--- src/rtl/spi_xfer_seq_pkg.sv ---
package spi_xfer_seq_pkg;
  typedef enum logic [2:0] {
    ST_IDLE, ST_SETUP, ST_XFER, ST_HOLD, ST_GAP, ST_PAUSED
  } seq_state_e;

  localparam logic [1:0] ADDR_TIMING = 2'd0;
  localparam logic [1:0] ADDR_FRAME  = 2'd1;
  localparam logic [1:0] ADDR_CMD    = 2'd2;
  localparam logic [1:0] ADDR_STAT   = 2'd3;

  localparam int unsigned CMD_START  = 0;
  localparam int unsigned CMD_RESUME = 1;
  localparam int unsigned CMD_SRST   = 2;
  localparam int unsigned CMD_CPOL   = 3;
  localparam int unsigned CMD_CPHA   = 4;
  localparam int unsigned CMD_PAUSE  = 5;
  localparam int unsigned CMD_IRQEN  = 6;
endpackage

--- src/rtl/spi_xfer_seq_regs.sv ---
module spi_xfer_seq_regs
  import spi_xfer_seq_pkg::*;
#(
  parameter int unsigned REG_W = 32
) (
  input  logic             clk_i,
  input  logic             rst_ni,
  input  logic             we_i,
  input  logic             re_i,
  input  logic [1:0]       addr_i,
  input  logic [REG_W-1:0] wdata_i,
  output logic [REG_W-1:0] rdata_o,
  input  logic             busy_i,
  input  logic             paused_i,
  input  logic             run_done_i,
  output logic [REG_W-1:0] timing_o,
  output logic [REG_W-1:0] frame_o,
  output logic             cpol_o,
  output logic             cpha_o,
  output logic             pause_en_o,
  output logic             start_o,
  output logic             resume_o,
  output logic             srst_o,
  output logic             irq_o
);
  logic [REG_W-1:0] timing_q, frame_q, cmd_q;
  logic             irq_q, cmd_wr;

  assign cmd_wr   = we_i && (addr_i == ADDR_CMD);
  assign start_o  = cmd_wr && wdata_i[CMD_START];
  assign resume_o = cmd_wr && wdata_i[CMD_RESUME];
  assign srst_o   = cmd_wr && wdata_i[CMD_SRST];

  always_ff @(posedge clk_i or negedge rst_ni) begin
    if (!rst_ni) begin
      timing_q <= '0;
      frame_q  <= '0;
      cmd_q    <= '0;
      irq_q    <= 1'b0;
    end else begin
      if (we_i && addr_i == ADDR_TIMING) timing_q <= wdata_i;
      if (we_i && addr_i == ADDR_FRAME)  frame_q  <= wdata_i;
      if (cmd_wr) begin
        cmd_q <= wdata_i;
        // pulse bits are not stored
        cmd_q[CMD_SRST:CMD_START] <= '0;
      end
      if (srst_o)                                 irq_q <= 1'b0;
      else if (run_done_i && cmd_q[CMD_IRQEN])    irq_q <= 1'b1;
      else if (re_i && addr_i == ADDR_STAT)       irq_q <= 1'b0;
    end
  end

  always_comb begin
    unique case (addr_i)
      ADDR_TIMING: rdata_o = timing_q;
      ADDR_FRAME:  rdata_o = frame_q;
      ADDR_CMD:    rdata_o = cmd_q;
      default:     rdata_o = {{(REG_W-3){1'b0}}, irq_q, paused_i, busy_i};
    endcase
  end

  assign timing_o   = timing_q;
  assign frame_o    = frame_q;
  assign cpol_o     = cmd_q[CMD_CPOL];
  assign cpha_o     = cmd_q[CMD_CPHA];
  assign pause_en_o = cmd_q[CMD_PAUSE];
  assign irq_o      = irq_q;
endmodule

--- src/rtl/spi_xfer_seq_bits.sv ---
module spi_xfer_seq_bits #(
  parameter int unsigned DATA_W = 8,
  parameter int unsigned TW     = 8
) (
  input  logic              clk_i,
  input  logic              rst_ni,
  input  logic              load_i,
  input  logic [DATA_W-1:0] data_i,
  input  logic              run_i,
  input  logic              cpol_i,
  input  logic              cpha_i,
  input  logic [TW-1:0]     hi_i,
  input  logic [TW-1:0]     lo_i,
  input  logic              miso_i,
  output logic              sck_o,
  output logic              mosi_o,
  output logic              done_o,
  output logic [DATA_W-1:0] rx_o
);
  localparam int unsigned BIT_W = $clog2(DATA_W);

  logic [DATA_W-1:0] sh_q, rx_q;
  logic [BIT_W-1:0]  bit_q;
  logic              half_q;
  logic [TW-1:0]     cnt_q, dur0, dur1;
  logic              lvl0;

  // level of the first half of each bit; sampling always at its end
  assign lvl0   = cpol_i ^ cpha_i;
  assign dur0   = lvl0 ? hi_i : lo_i;
  assign dur1   = lvl0 ? lo_i : hi_i;
  assign done_o = run_i && (cnt_q == '0) && half_q && (bit_q == '0);
  assign sck_o  = run_i ? (half_q ? ~lvl0 : lvl0) : cpol_i;
  assign mosi_o = sh_q[DATA_W-1];
  assign rx_o   = rx_q;

  always_ff @(posedge clk_i or negedge rst_ni) begin
    if (!rst_ni) begin
      sh_q   <= '0;
      rx_q   <= '0;
      bit_q  <= '0;
      half_q <= 1'b0;
      cnt_q  <= '0;
    end else if (load_i) begin
      sh_q   <= data_i;
      bit_q  <= BIT_W'(DATA_W-1);
      half_q <= 1'b0;
      cnt_q  <= dur0;
    end else if (run_i) begin
      if (cnt_q != '0) begin
        cnt_q <= cnt_q - 1'b1;
      end else if (!half_q) begin
        rx_q   <= {rx_q[DATA_W-2:0], miso_i};
        half_q <= 1'b1;
        cnt_q  <= dur1;
      end else if (bit_q != '0) begin
        sh_q   <= sh_q << 1;
        bit_q  <= bit_q - 1'b1;
        half_q <= 1'b0;
        cnt_q  <= dur0;
      end
    end
  end
endmodule

--- src/rtl/spi_xfer_seq.sv ---
module spi_xfer_seq
  import spi_xfer_seq_pkg::*;
#(
  parameter int unsigned DATA_W = 8,
  parameter int unsigned TW     = 8,
  parameter int unsigned LEN_W  = 10,
  parameter int unsigned LOOP_W = 8,
  parameter int unsigned REG_W  = 32
) (
  input  logic              clk_i,
  input  logic              rst_ni,
  input  logic              reg_we_i,
  input  logic              reg_re_i,
  input  logic [1:0]        reg_addr_i,
  input  logic [REG_W-1:0]  reg_wdata_i,
  output logic [REG_W-1:0]  reg_rdata_o,
  output logic              irq_o,
  input  logic [DATA_W-1:0] tx_data_i,
  output logic              tx_pop_o,
  output logic [DATA_W-1:0] rx_data_o,
  output logic              rx_valid_o,
  output logic              sck_o,
  output logic              cs_no,
  output logic              mosi_o,
  input  logic              miso_i
);
  localparam int unsigned HI_LSB    = 0;
  localparam int unsigned LO_LSB    = TW;
  localparam int unsigned SETUP_LSB = 2*TW;
  localparam int unsigned HOLD_LSB  = 3*TW;
  localparam int unsigned LEN_LSB   = 0;
  localparam int unsigned LOOP_LSB  = 16;
  localparam int unsigned IDLE_LSB  = 24;

  seq_state_e        st_q;
  logic [TW-1:0]     tmr_q;
  logic [LEN_W-1:0]  byte_q;
  logic [LOOP_W-1:0] loop_q;
  logic [DATA_W-1:0] rx_data_q, rx_byte;
  logic              rx_valid_q;

  logic [REG_W-1:0]  timing, frame;
  logic              cpol, cpha, pause_en, start_p, resume_p, srst_p;
  logic              busy, paused, run_done, load, byte_done, last_byte, run_en;

  logic [TW-1:0]     sck_hi, sck_lo, cs_setup, cs_hold, cs_idle;
  logic [LEN_W-1:0]  pkt_len;
  logic [LOOP_W-1:0] pkt_loop;

  assign sck_hi   = timing[HI_LSB    +: TW];
  assign sck_lo   = timing[LO_LSB    +: TW];
  assign cs_setup = timing[SETUP_LSB +: TW];
  assign cs_hold  = timing[HOLD_LSB  +: TW];
  assign pkt_len  = frame[LEN_LSB    +: LEN_W];
  assign pkt_loop = frame[LOOP_LSB   +: LOOP_W];
  assign cs_idle  = frame[IDLE_LSB   +: TW];

  assign busy      = (st_q != ST_IDLE) && (st_q != ST_PAUSED);
  assign paused    = (st_q == ST_PAUSED);
  assign run_en    = (st_q == ST_XFER);
  assign last_byte = (byte_q == pkt_len) && (loop_q == pkt_loop);
  assign load      = !srst_p && (((st_q == ST_SETUP) && (tmr_q == '0)) ||
                                 (run_en && byte_done && !last_byte));
  assign run_done  = !srst_p && (st_q == ST_HOLD) && (tmr_q == '0);
  assign cs_no     = (st_q == ST_IDLE) || (st_q == ST_GAP);
  assign tx_pop_o  = load;
  assign rx_data_o = rx_data_q;
  assign rx_valid_o = rx_valid_q;

  spi_xfer_seq_regs #(.REG_W(REG_W)) u_regs (
    .clk_i, .rst_ni,
    .we_i(reg_we_i), .re_i(reg_re_i), .addr_i(reg_addr_i),
    .wdata_i(reg_wdata_i), .rdata_o(reg_rdata_o),
    .busy_i(busy), .paused_i(paused), .run_done_i(run_done),
    .timing_o(timing), .frame_o(frame),
    .cpol_o(cpol), .cpha_o(cpha), .pause_en_o(pause_en),
    .start_o(start_p), .resume_o(resume_p), .srst_o(srst_p), .irq_o(irq_o)
  );

  spi_xfer_seq_bits #(.DATA_W(DATA_W), .TW(TW)) u_bits (
    .clk_i, .rst_ni,
    .load_i(load), .data_i(tx_data_i), .run_i(run_en),
    .cpol_i(cpol), .cpha_i(cpha), .hi_i(sck_hi), .lo_i(sck_lo),
    .miso_i, .sck_o, .mosi_o, .done_o(byte_done), .rx_o(rx_byte)
  );

  always_ff @(posedge clk_i or negedge rst_ni) begin
    if (!rst_ni) begin
      st_q       <= ST_IDLE;
      tmr_q      <= '0;
      byte_q     <= '0;
      loop_q     <= '0;
      rx_data_q  <= '0;
      rx_valid_q <= 1'b0;
    end else begin
      rx_valid_q <= 1'b0;
      if (srst_p) begin
        st_q  <= ST_IDLE;
        tmr_q <= '0;
      end else begin
        unique case (st_q)
          ST_IDLE: if (start_p) begin
            st_q   <= ST_SETUP;
            tmr_q  <= cs_setup;
            byte_q <= '0;
            loop_q <= '0;
          end
          ST_SETUP: if (tmr_q == '0) st_q <= ST_XFER;
                    else             tmr_q <= tmr_q - 1'b1;
          ST_XFER: if (byte_done) begin
            rx_data_q  <= rx_byte;
            rx_valid_q <= 1'b1;
            if (last_byte) begin
              st_q  <= ST_HOLD;
              tmr_q <= cs_hold;
            end else if (byte_q == pkt_len) begin
              byte_q <= '0;
              loop_q <= loop_q + 1'b1;
            end else begin
              byte_q <= byte_q + 1'b1;
            end
          end
          ST_HOLD: if (tmr_q == '0) begin
            st_q  <= pause_en ? ST_PAUSED : ST_GAP;
            tmr_q <= cs_idle;
          end else begin
            tmr_q <= tmr_q - 1'b1;
          end
          ST_GAP: if (tmr_q == '0) st_q <= ST_IDLE;
                  else             tmr_q <= tmr_q - 1'b1;
          ST_PAUSED: if (resume_p) begin
            // CS already asserted: one cycle, then bits
            st_q   <= ST_SETUP;
            tmr_q  <= '0;
            byte_q <= '0;
            loop_q <= '0;
          end
          default: st_q <= ST_IDLE;
        endcase
      end
    end
  end
endmodule

--- config.mk ---
export PLATFORM = sky130hd
export DESIGN_NAME = spi_xfer_seq
export DESIGN_NICKNAME = d
export VERILOG_FILES = /design/src/rtl/spi_xfer_seq_pkg.sv /design/src/rtl/spi_xfer_seq_regs.sv /design/src/rtl/spi_xfer_seq_bits.sv /design/src/rtl/spi_xfer_seq.sv
export SDC_FILE = /design/constraint.sdc
export NUM_CORES = 1
export LEC_CHECK = 0
export ABC_AREA = 1
export ABC_CLOCK_PERIOD_IN_PS = 2150
export CAP_MARGIN = 25
export CORE_MARGIN = 2
export CORE_UTILIZATION = 50
export DETAILED_ROUTE_END_ITERATION = 10
export PLACE_DENSITY = 0.72
export SETUP_SLACK_MARGIN = 0.4
export SLEW_MARGIN = 40
export SYNTH_ARGS = -nofsm -noshare
export SYNTH_HDL_FRONTEND = slang
export SYNTH_SLANG_ARGS = --single-unit
--- constraint.sdc ---
create_clock -name clk_i -period 2.15 [get_ports clk_i]
set_input_delay 0.215 -clock clk_i [delete_from_list [all_inputs] [get_ports clk_i]]
set_output_delay 0.215 -clock clk_i [all_outputs]
set_load 0.01 [all_outputs]
# After elaboration in Yosys (flattened, before gate mapping)
# Cells that the tools add are included.
# totals
out_inout_bits	46
input_bits	47
elab_cells	159
regBits	160
# op_classes
bitwise	6
reduce_logical	47
muxes	60
eq_ne	26
add_sub_neg	5
# op_table
op	count
$mux W8	23
$pmux W32 S3	1
$mux W10	5
$pmux W8 S5	1
$mux W3	13
$pmux W10 S3	1
$ne A3 B3 Y1 const B	8
$pmux W8 S3	1
$logic_and A1 B1 Y1	19
$pmux W3 S6	1
$logic_not A8 Y1	2
$sub A8 B1 Y8 const B	2
$mux W1	14
$reduce_and A7 Y1	2
$reduce_and A6 Y1	2
$reduce_bool A3 Y1	4
$add A10 B1 Y10 const B	1
$eq A10 B10 Y1	1
$ne A2 B2 Y1 const B	5
$add A8 B1 Y8 const B	1
$eq A8 B8 Y1	1
$reduce_and A4 Y1	2
$reduce_bool A8 Y1	1
$eq A3 B2 Y1 const B	2
19 further kinds	31

# Logic depth before layout (Yosys ltp)
# Gate-level depths: netlist of the first run.
# depth
ltp_word	10
ltp_mapped	14
ltp_nobuf	14

# By module
# A second synthesis of the first run with hierarchy kept.
# unflattened
hier_cells	1234
area_unflattened_um2	8811.0
# by_module_without_submodules
mod	seq_area_each_um2	cells_per_inst	instances	area_per_inst_um2
spi_xfer_seq_regs	2352.3	487	1	4042.6
spi_xfer_seq	950.9	474	1	2916.5
spi_xfer_seq_bits	700.7	273	1	1851.8

# Least setup slack after synthesis of the first run
# No wires, ideal clock.
# synth_timing
path_type	register to register
start	register u_bits.bit_q[0]
end	register loop_q[1]
required_ps	2033
arrival_time_ps	1870
setup_slack_ps	163
path_buffers	0
setup_ps	117
path_stages_with_launch	14
synth_period_minus_slack_ps	1987
cell_sequence	dfrtp_1 > inv_1 > ha_1 > inv_1 > nor2_1 > nand3_4 > nand2_4 > inv_4 > nor3_4 > nand2_4 > nor2_8 > inv_2 > nand2_1 > nand2_1
# synth_via
elab_chain_cells	4
# synth_lines
element	line	rtl
start, declared	spi_xfer_seq_bits.sv:23	logic [BIT_W-1:0] bit_q;
start signal, assigned	spi_xfer_seq_bits.sv:46	bit_q <= BIT_W'(DATA_W-1);
start signal, assigned	spi_xfer_seq_bits.sv:58	bit_q <= bit_q - 1'b1;
$logic_not A3 Y1	spi_xfer_seq_bits.sv:32	assign done_o = run_i && (cnt_q == '0) && half_q && (bit_q == '0);
$logic_and A1 B1 Y1	spi_xfer_seq_bits.sv:32	
$ne A2 B2 Y1 (no source line)	-	
$reduce_and A7 Y1 (no source line)	-	
end signal, assigned	spi_xfer_seq.sv:118	loop_q <= loop_q + 1'b1;
end, declared	spi_xfer_seq.sv:38	logic [LOOP_W-1:0] loop_q;
# Every way passes these cells.
# A chain may end at the register's enable or synchronous reset.

# Final worst setup path of the first run
# layout_timing
start	register st_q[2]
end	register u_bits.cnt_q[7]
# layout_via
elab_chain_cells	10
word_cells_on_any_way	14
cone_classes	3 x eq/ne; 1 x mux; 10 x reduce/logical
# layout_lines
element	line	rtl
start, declared	spi_xfer_seq.sv:35	seq_state_e st_q;
start signal, assigned	spi_xfer_seq.sv:124	st_q <= pause_en ? ST_PAUSED : ST_GAP;
$eq A3 B2 Y1	spi_xfer_seq.sv:60	assign run_en = (st_q == ST_XFER);
$logic_and A1 B1 Y1 (3 in series)	spi_xfer_seq_bits.sv:32	
$logic_and A1 B1 Y1 (2 in series)	spi_xfer_seq.sv:63	(run_en && byte_done && !last_byte));
$logic_or A1 B1 Y1	spi_xfer_seq.sv:62	assign load = !srst_p && (((st_q == ST_SETUP) && (tmr_q == '0)) ||
$logic_and A1 B1 Y1	spi_xfer_seq.sv:62	
$ne A4 B4 Y1 (no source line) or $reduce_bool A2 Y1 (tied branches)	-	
$reduce_and A2 Y1 (no source line)	-	
end signal, assigned	spi_xfer_seq_bits.sv:51	cnt_q <= cnt_q - 1'b1;
end signal, assigned	spi_xfer_seq_bits.sv:55	cnt_q <= dur1;
end signal, assigned	spi_xfer_seq_bits.sv:60	cnt_q <= dur0;
end, declared	spi_xfer_seq_bits.sv:25	logic [TW-1:0] cnt_q, dur0, dur1;
# Parallel ways exist; a longest one is shown, timed or not.

==> reports/metrics.cfg, run 1 <==
[detailed_routing]
drt_wl_total_mm=28.9
drt_pass1_iterations=8
wl_per_cell_um=18.6
drt_iter0_markers=1068
antenna_left=0
viasPerCell=5.63
drc_errors=0
num_vias=8740

[place]
place.gp.congestion=0.920
placed_area_mm2=0.0100
dp_hpwl_mm=16.1
placed_cells=1433
io_buffers=92

[global_routing]
overflow=0
grt_pass1_vias=8029
grt_pass1_wl_mm=41.0
grt_use_total_pct=29.2
grt_start_max_net_pins=65
antenna_found_initial=0

[cells_and_area]
final_util_pct=74.2
layoutNonFillerInstCount=1552
area_growth_pct=46.0
drive_gt1_share_pct=27.5
final_area_mm2=0.0123
nets=1373
fillers=1155
antennaDiodeCount=0

[floorplanning]
die-area_mm2=0.0179
die_height_um=134
initial_core_util_pct=50.8
floorplan.rows=47
io_pins=93
core-area_mm2=0.0165
die_x_um=134

[clock_network]
cts_buffers=17
htree_levels=4
clockBufferDepth=2
clock-sinks=160
cts_tree=done
clk_pin_slew_ns=0.07
root_buffer=clkbuf_16
clock_latency_ns=0.44

[synth]
synthTopCellsByCount=nand2_1, dfrtp_1, o21ai_0
synthArstFlopShare_pct=100
syn_inst=1101
syn_area_mm2=0.00840
synth_cell_types=42
synth.avg_cell_area_um2=7.63
ys_seq_area_share_pct=47.7
syn_nets=1155
yosys.area.top_type_share_pct=47.7
synth_flop_cell=dfrtp_1
synth_edf_count=0
yosys.area.top_type=dfrtp_1
yosysMostFrequentCell=nand2_1
synthTopCellsByArea=dfrtp_1, nand2_1, o21ai_0
ys_warn_count=0
ys_seq_elements=160

[sta]
rsz0062_at_grt=true
slew_violations=0
finalCriticalPeriod_ns=2.28
fin_ws_ns=-0.130
fmax_mhz=439
setup_viol=13
finalHoldViolCount=0
slew_headroom_pct=62.2
tightest_slew_ns=0.567
fin_crit_sh_pct=106
skew_ns=0.0136

[pwr]
power.leakage_nw=5.97
pwr_density_cell_mw_per_mm2=1100
ir_drop_uv=724

[critical_path]
critPathKind=reg2reg
cp.arrival_ns=2.61
cp_slowest_cell=dfrtp_1
path_cells=buf_6, buf_6, nor2_1, nand2_1, nand2_4, nand2_4, buf_6, buf_6, buf_12, buf_12, nand2_1, nand2_1, nand2_1, inv_1
cp_max_fo=6
worst_ep_required_time_ns=2.48
crit_family=simple AND/OR/NAND/NOR gates
rrSetupSlack_ns=-0.13
start_kind=flip-flop
critPathCaptureType=flip-flop
path_buf_inv=7
cpPeakStageDelay_ns=0.46

[status]
violations=setup timing
outcome=finished, violations left

[worst_hold_path]
hold_path_class=in2async

[job]
drv_cap=0

## cells in the final DEF, fill, tap and decap left out, drive strengths merged, types with 24 or more instances in the layout
master         synthesis  layout
nand2                367     368
dfrtp                160     160
dlygate4sd2            0      28
clkbuf                29      26
nand3                 88      89
o21ai                141     141
clkdlybuf4s50          0      54
nor2                  55      56
xor2                  24      24
inv                  125     125
buf                   15     148
## metrics by stage
stage / power [mW] / worst slack [ns] / hold slack [ns] / TNS, ns
5_1_grt: 14.1 / -0.168 / 0.315 / -2.12
3_3_place_gp: 8.27 / -0.0974 / 0.193 / -1.52
2_1_floorplan: 6.75 / 0.320 / -0.0806 / 0
3_5_place_dp: 8.36 / -0.167 / 0.190 / -2.57
4_1_cts: 12.2 / 0.0126 / 0.297 / 0
6_report: 13.5 / -0.130 / 0.286 / -0.460
## state kept, by name, indices dropped and copies added (netlist names)
signal / flops
u_regs.frame_o: 32
u_regs.timing_o: 32
u_regs.cmd_q: 29
byte_q: 10
loop_q: 8
rx_data_o: 8
tmr_q: 8
u_bits.cnt_q: 8
u_bits.rx_o: 8
u_bits.sh_q: 8
st_q: 3
u_bits.bit_q: 3
rx_valid_o: 1
u_bits.half_q: 1
u_regs.irq_o: 1
## worst paths after layout
| check | from | to | depth (start not counted) |
|---|---|---|---|
| worst max-delay path | st_q[2] | u_bits.cnt_q[7] | 14 |
| worst min-delay path | rst_ni | u_regs.frame_o[14] | 2 |
| worst max register to register | st_q[2] | u_bits.cnt_q[7] | 14 |
| worst min register to register | tmr_q[1] | tmr_q[1] | 2 |
| max in group asynchronous | rst_ni | loop_q[7] | 3 |
| min in group clk_i | tx_data_i[0] | u_bits.sh_q[0] | 3 |
## cells by family after synthesis
| group | Yosys count | synth area share, % |
|---|---|---|
| AND/OR/NAND/NOR | 536 | 27.4 |
| AO/OA/AOI/OAI | 203 | 13.3 |
| buffers and inverters | 169 | 7.83 |
| flip-flops | 160 | 47.7 |
| XOR/XNOR | 25 | 2.61 |
| adder cells (fa/ha/maj) | 7 | 1.04 |
| multiplexers | 1 | 0.134 |
## worst register-to-register path, cell delays in order, from the launching register on
cell,delay [ns]
dfrtp_1,0.46
buf_6,0.15
buf_6,0.12
nor2_1,0.20
nand2_1,0.22
nand2_4,0.16
nand2_4,0.08
buf_6,0.13
buf_6,0.11
buf_12,0.14
buf_12,0.14
nand2_1,0.07
nand2_1,0.07
nand2_1,0.08
inv_1,0.05
## layer usage
layer | up-vias | share of wire (%) | track usage [%]
li1 | 4006 | - | -
met1 | 4151 | 40 | 39.2
met2 | 472 | 47 | 45.8
met3 | 111 | 7.9 | 6.35
met4 | 0 | 4.7 | 12.8
met5 | - | 0 | 0
## power by group
group	switching (mW)	internal, mW
logic	3.57	2.69
registers	0.530	3.61
clock network	1.33	1.79
total	5.43	8.08
## layout make-up
cell class	count	area, um2	share of cell area (%)
multi-input combinational	775	4490	36.6
clock buffer	22	464	3.78
timing repair inverter	1	16.3	0.133
sequential	160	4010	32.7
inverter	125	517	4.21
timing repair buffer	239	2370	19.3
clock inverter	10	125	1.02
tap	220	275	2.24
## repair_timing
| action | CTS | global route |
|---|---|---|
| cloned | 5 | 4 |
| hold buffers | 1 | 0 |
| endpoints found under the setup margin | 99 | 71 |
| resized for setup | 157 | 177 |
| pin swaps | 31 | 50 |
| hold endpoints to repair | 48 | 0 |
| setup buffers | 50 | 27 |
No activity file was read; power rests on OpenSTA's default activity.
==> inputs of run 2 (changes only) <==
--- a/config.mk
+++ b/config.mk
@@ -6,13 +6,14 @@
 export NUM_CORES = 1
 export LEC_CHECK = 0
 export ABC_AREA = 1
-export ABC_CLOCK_PERIOD_IN_PS = 2150
+export ABC_CLOCK_PERIOD_IN_PS = 2200
 export CAP_MARGIN = 25
 export CORE_MARGIN = 2
 export CORE_UTILIZATION = 50
 export DETAILED_ROUTE_END_ITERATION = 10
 export PLACE_DENSITY = 0.72
 export SETUP_SLACK_MARGIN = 0.4
+export SKIP_CTS_REPAIR_TIMING = 1
 export SLEW_MARGIN = 40
 export SYNTH_ARGS = -nofsm -noshare
 export SYNTH_HDL_FRONTEND = slang
==> constraint.sdc (replaced) <==
create_clock -name clk_i -period 2.2 [get_ports clk_i]
set_input_delay 0.22 -clock clk_i [delete_from_list [all_inputs] [get_ports clk_i]]
set_output_delay 0.22 -clock clk_i [all_outputs]
set_load 0.01 [all_outputs]
==> run 2 against run 1 <==
The run now ends clean. First-iteration DRC count down 13%. Worst setup slack improved by 0.15 ns. Clock power up 2%. Clock skew is 0.0056 ns lower. Hold slack better by 0.026 ns. Count of clock-buffer cells in the layout is 3 lower. Register-to-register slack better by 0.23 ns. Global-route usage is 2.3 points lower. Final cell count is 3.4% lower. Wire length fell by 14%. Combinational power decreased by 19%. Non-clock buffer count is 48 lower. Critical endpoint is now tx_pop_o. Largest power group unchanged. Highest routed layer unchanged.
==> reports/metrics.cfg, run 2 (same netlist as run 1, synthesis figures left out) <==
[status]
outcome=finished clean

[sta]
skew_ns=0.00802
fin_ws_ns=0.0158
fin_crit_sh_pct=99.3
rsz0062_at_grt=true
fmax_mhz=458
setup-tns-final_ns=0
finalHoldViolCount=0
slew_violations=0
setup_viol=0
tightest_slew_ns=0.544
slew_headroom_pct=63.8
finalCriticalPeriod_ns=2.18

[clock_network]
cts_tree=done
clk_pin_slew_ns=0.06
cts_buffers=17
htree_levels=4
clockBufferDepth=2
clock-sinks=160
root_buffer=clkbuf_16
clock_latency_ns=0.43

[critical_path]
rrSetupSlack_ns=0.10
start_kind=flip-flop
cp_max_fo=4
cp.arrival_ns=1.96
critPathKind=reg2out
rr_endpoint=loop_q[0]
worst_ep_required_time_ns=1.98
r2r-start=u_bits.cnt_q[1]
r2r_cells=14
critPathCaptureType=output pin

[global_routing]
grt_pass1_wl_mm=37.6
grt_pass1_vias=7443
grt_use_total_pct=26.8
grt_start_max_net_pins=65
antenna_found_initial=0
overflow=0

[worst_hold_path]
hold_path_class=in2async

[cells_and_area]
layoutNonFillerInstCount=1500
drive_gt1_share_pct=18.5
fillers=1247
area_growth_pct=36.1
final_common_cell=nand2_1
antennaDiodeCount=0
nets=1323
ff_latch_area_mm2=0.00402
multi_input_area_mm2=0.00408
final_area_mm2=0.0114
mostFrequentLayoutCells=nand2_1, dfrtp_1, o21ai_0, inv_1, nand3_1
final_util_pct=69.2

[floorplanning]
die_x_um=134
initial_core_util_pct=50.8
floorplan.rows=47
io_pins=93
die_height_um=134
die-area_mm2=0.0179
core-area_mm2=0.0165

[place]
dp_hpwl_mm=16.3
pre_cts_ws_ns=-0.138
placed_area_mm2=0.00998
io_buffers=92
place.gp.congestion=0.969
placed_cells=1425

[job]
drv_cap=0

[detailed_routing]
num_vias=8222
antenna_left=0
drt_iter0_markers=924
drt_pass1_iterations=6
viasPerCell=5.48
drc_errors=0
drt_wl_total_mm=24.9
wl_per_cell_um=16.6

[pwr]
power.leakage_nw=5.81
pwr_density_cell_mw_per_mm2=1070
ir_drop_uv=541

[run 2: cell types whose count changed in the layout (fill, tap and decap cells not counted), sizes merged, moves of 2 or more]
cell / change
inv: +3
clkinvlp: +2
dlymetal6s2s: +26
clkbuf: -3
clkinv: -6
clkdlybuf4s50: +5
buf: -47
bufinv: +2
clkdlybuf4s15: -3
dlygate4sd2: -28
[run 2: worst max path at each step]
stage                          from             end  slack, ns  cells past startpoint
floorplan           u_bits.cnt_q[0]       loop_q[0]       0.37                     13
global placement      reg_addr_i[0]  reg_rdata_o[7]      -0.04                      6
detailed placement    reg_addr_i[1]       loop_q[5]      -0.14                     12
CTS                 u_bits.cnt_q[0]        tx_pop_o      -0.42                     11
global route              byte_q[1]        tx_pop_o      -0.09                     12
finish                    byte_q[1]        tx_pop_o       0.02                     12
[run 2: metrics by stage]
stage | total power, mW | hold slack, ns
final | 12.2 | 0.311
after global routing | 12.9 | 0.348
after CTS | 11.3 | -0.239
after detailed placement | 8.08 | 0.215
after global placement | 8.00 | 0.219
after floorplan | 6.58 | -0.0756
[run 2: final cells by class]
class / instances / area share, %
Multi-Input combinational cell: 773 / 35.7
Sequential cell: 160 / 35.1
Timing Repair Buffer: 191 / 17.0
Inverter: 125 / 4.37
Clock buffer: 19 / 3.87
Tap cell: 220 / 2.41
Clock inverter: 11 / 1.57
Timing Repair inverter: 1 / 0.0547
[run 2: worst max-delay path: stages (launching register included)]
cell and delay (ns):
dfrtp_1 0.39, inv_2 0.07, nand2_1 0.06, nand2_1 0.05, nor2_1 0.15, nand3_1 0.13, nor2_2 0.19, nand2_4 0.10
nand2_4 0.08, nand2_4 0.05, nand2_4 0.10, inv_4 0.05, buf_6 0.11
[run 2: per-layer routing]
| layer | vias to the layer above | global-route usage, % | wire [um] |
|---|---|---|---|
| met4 | 0 | 11.7 | 750 |
| li1 | 3904 | - | - |
| met3 | 61 | 6.01 | 1930 |
| met2 | 380 | 41.2 | 11800 |
| met5 | - | 0 | 0 |
| met1 | 3877 | 36.8 | 10500 |
[run 2: report_power, final]
| group | leakage (nW) | switching (mW) | total [mW] | internal [mW] |
|---|---|---|---|---|
| Combinational | 3.49 | 2.94 | 5.04 | 2.10 |
| Sequential | 2.02 | 0.507 | 4.03 | 3.53 |
| Clock | 0.297 | 1.24 | 3.18 | 1.93 |
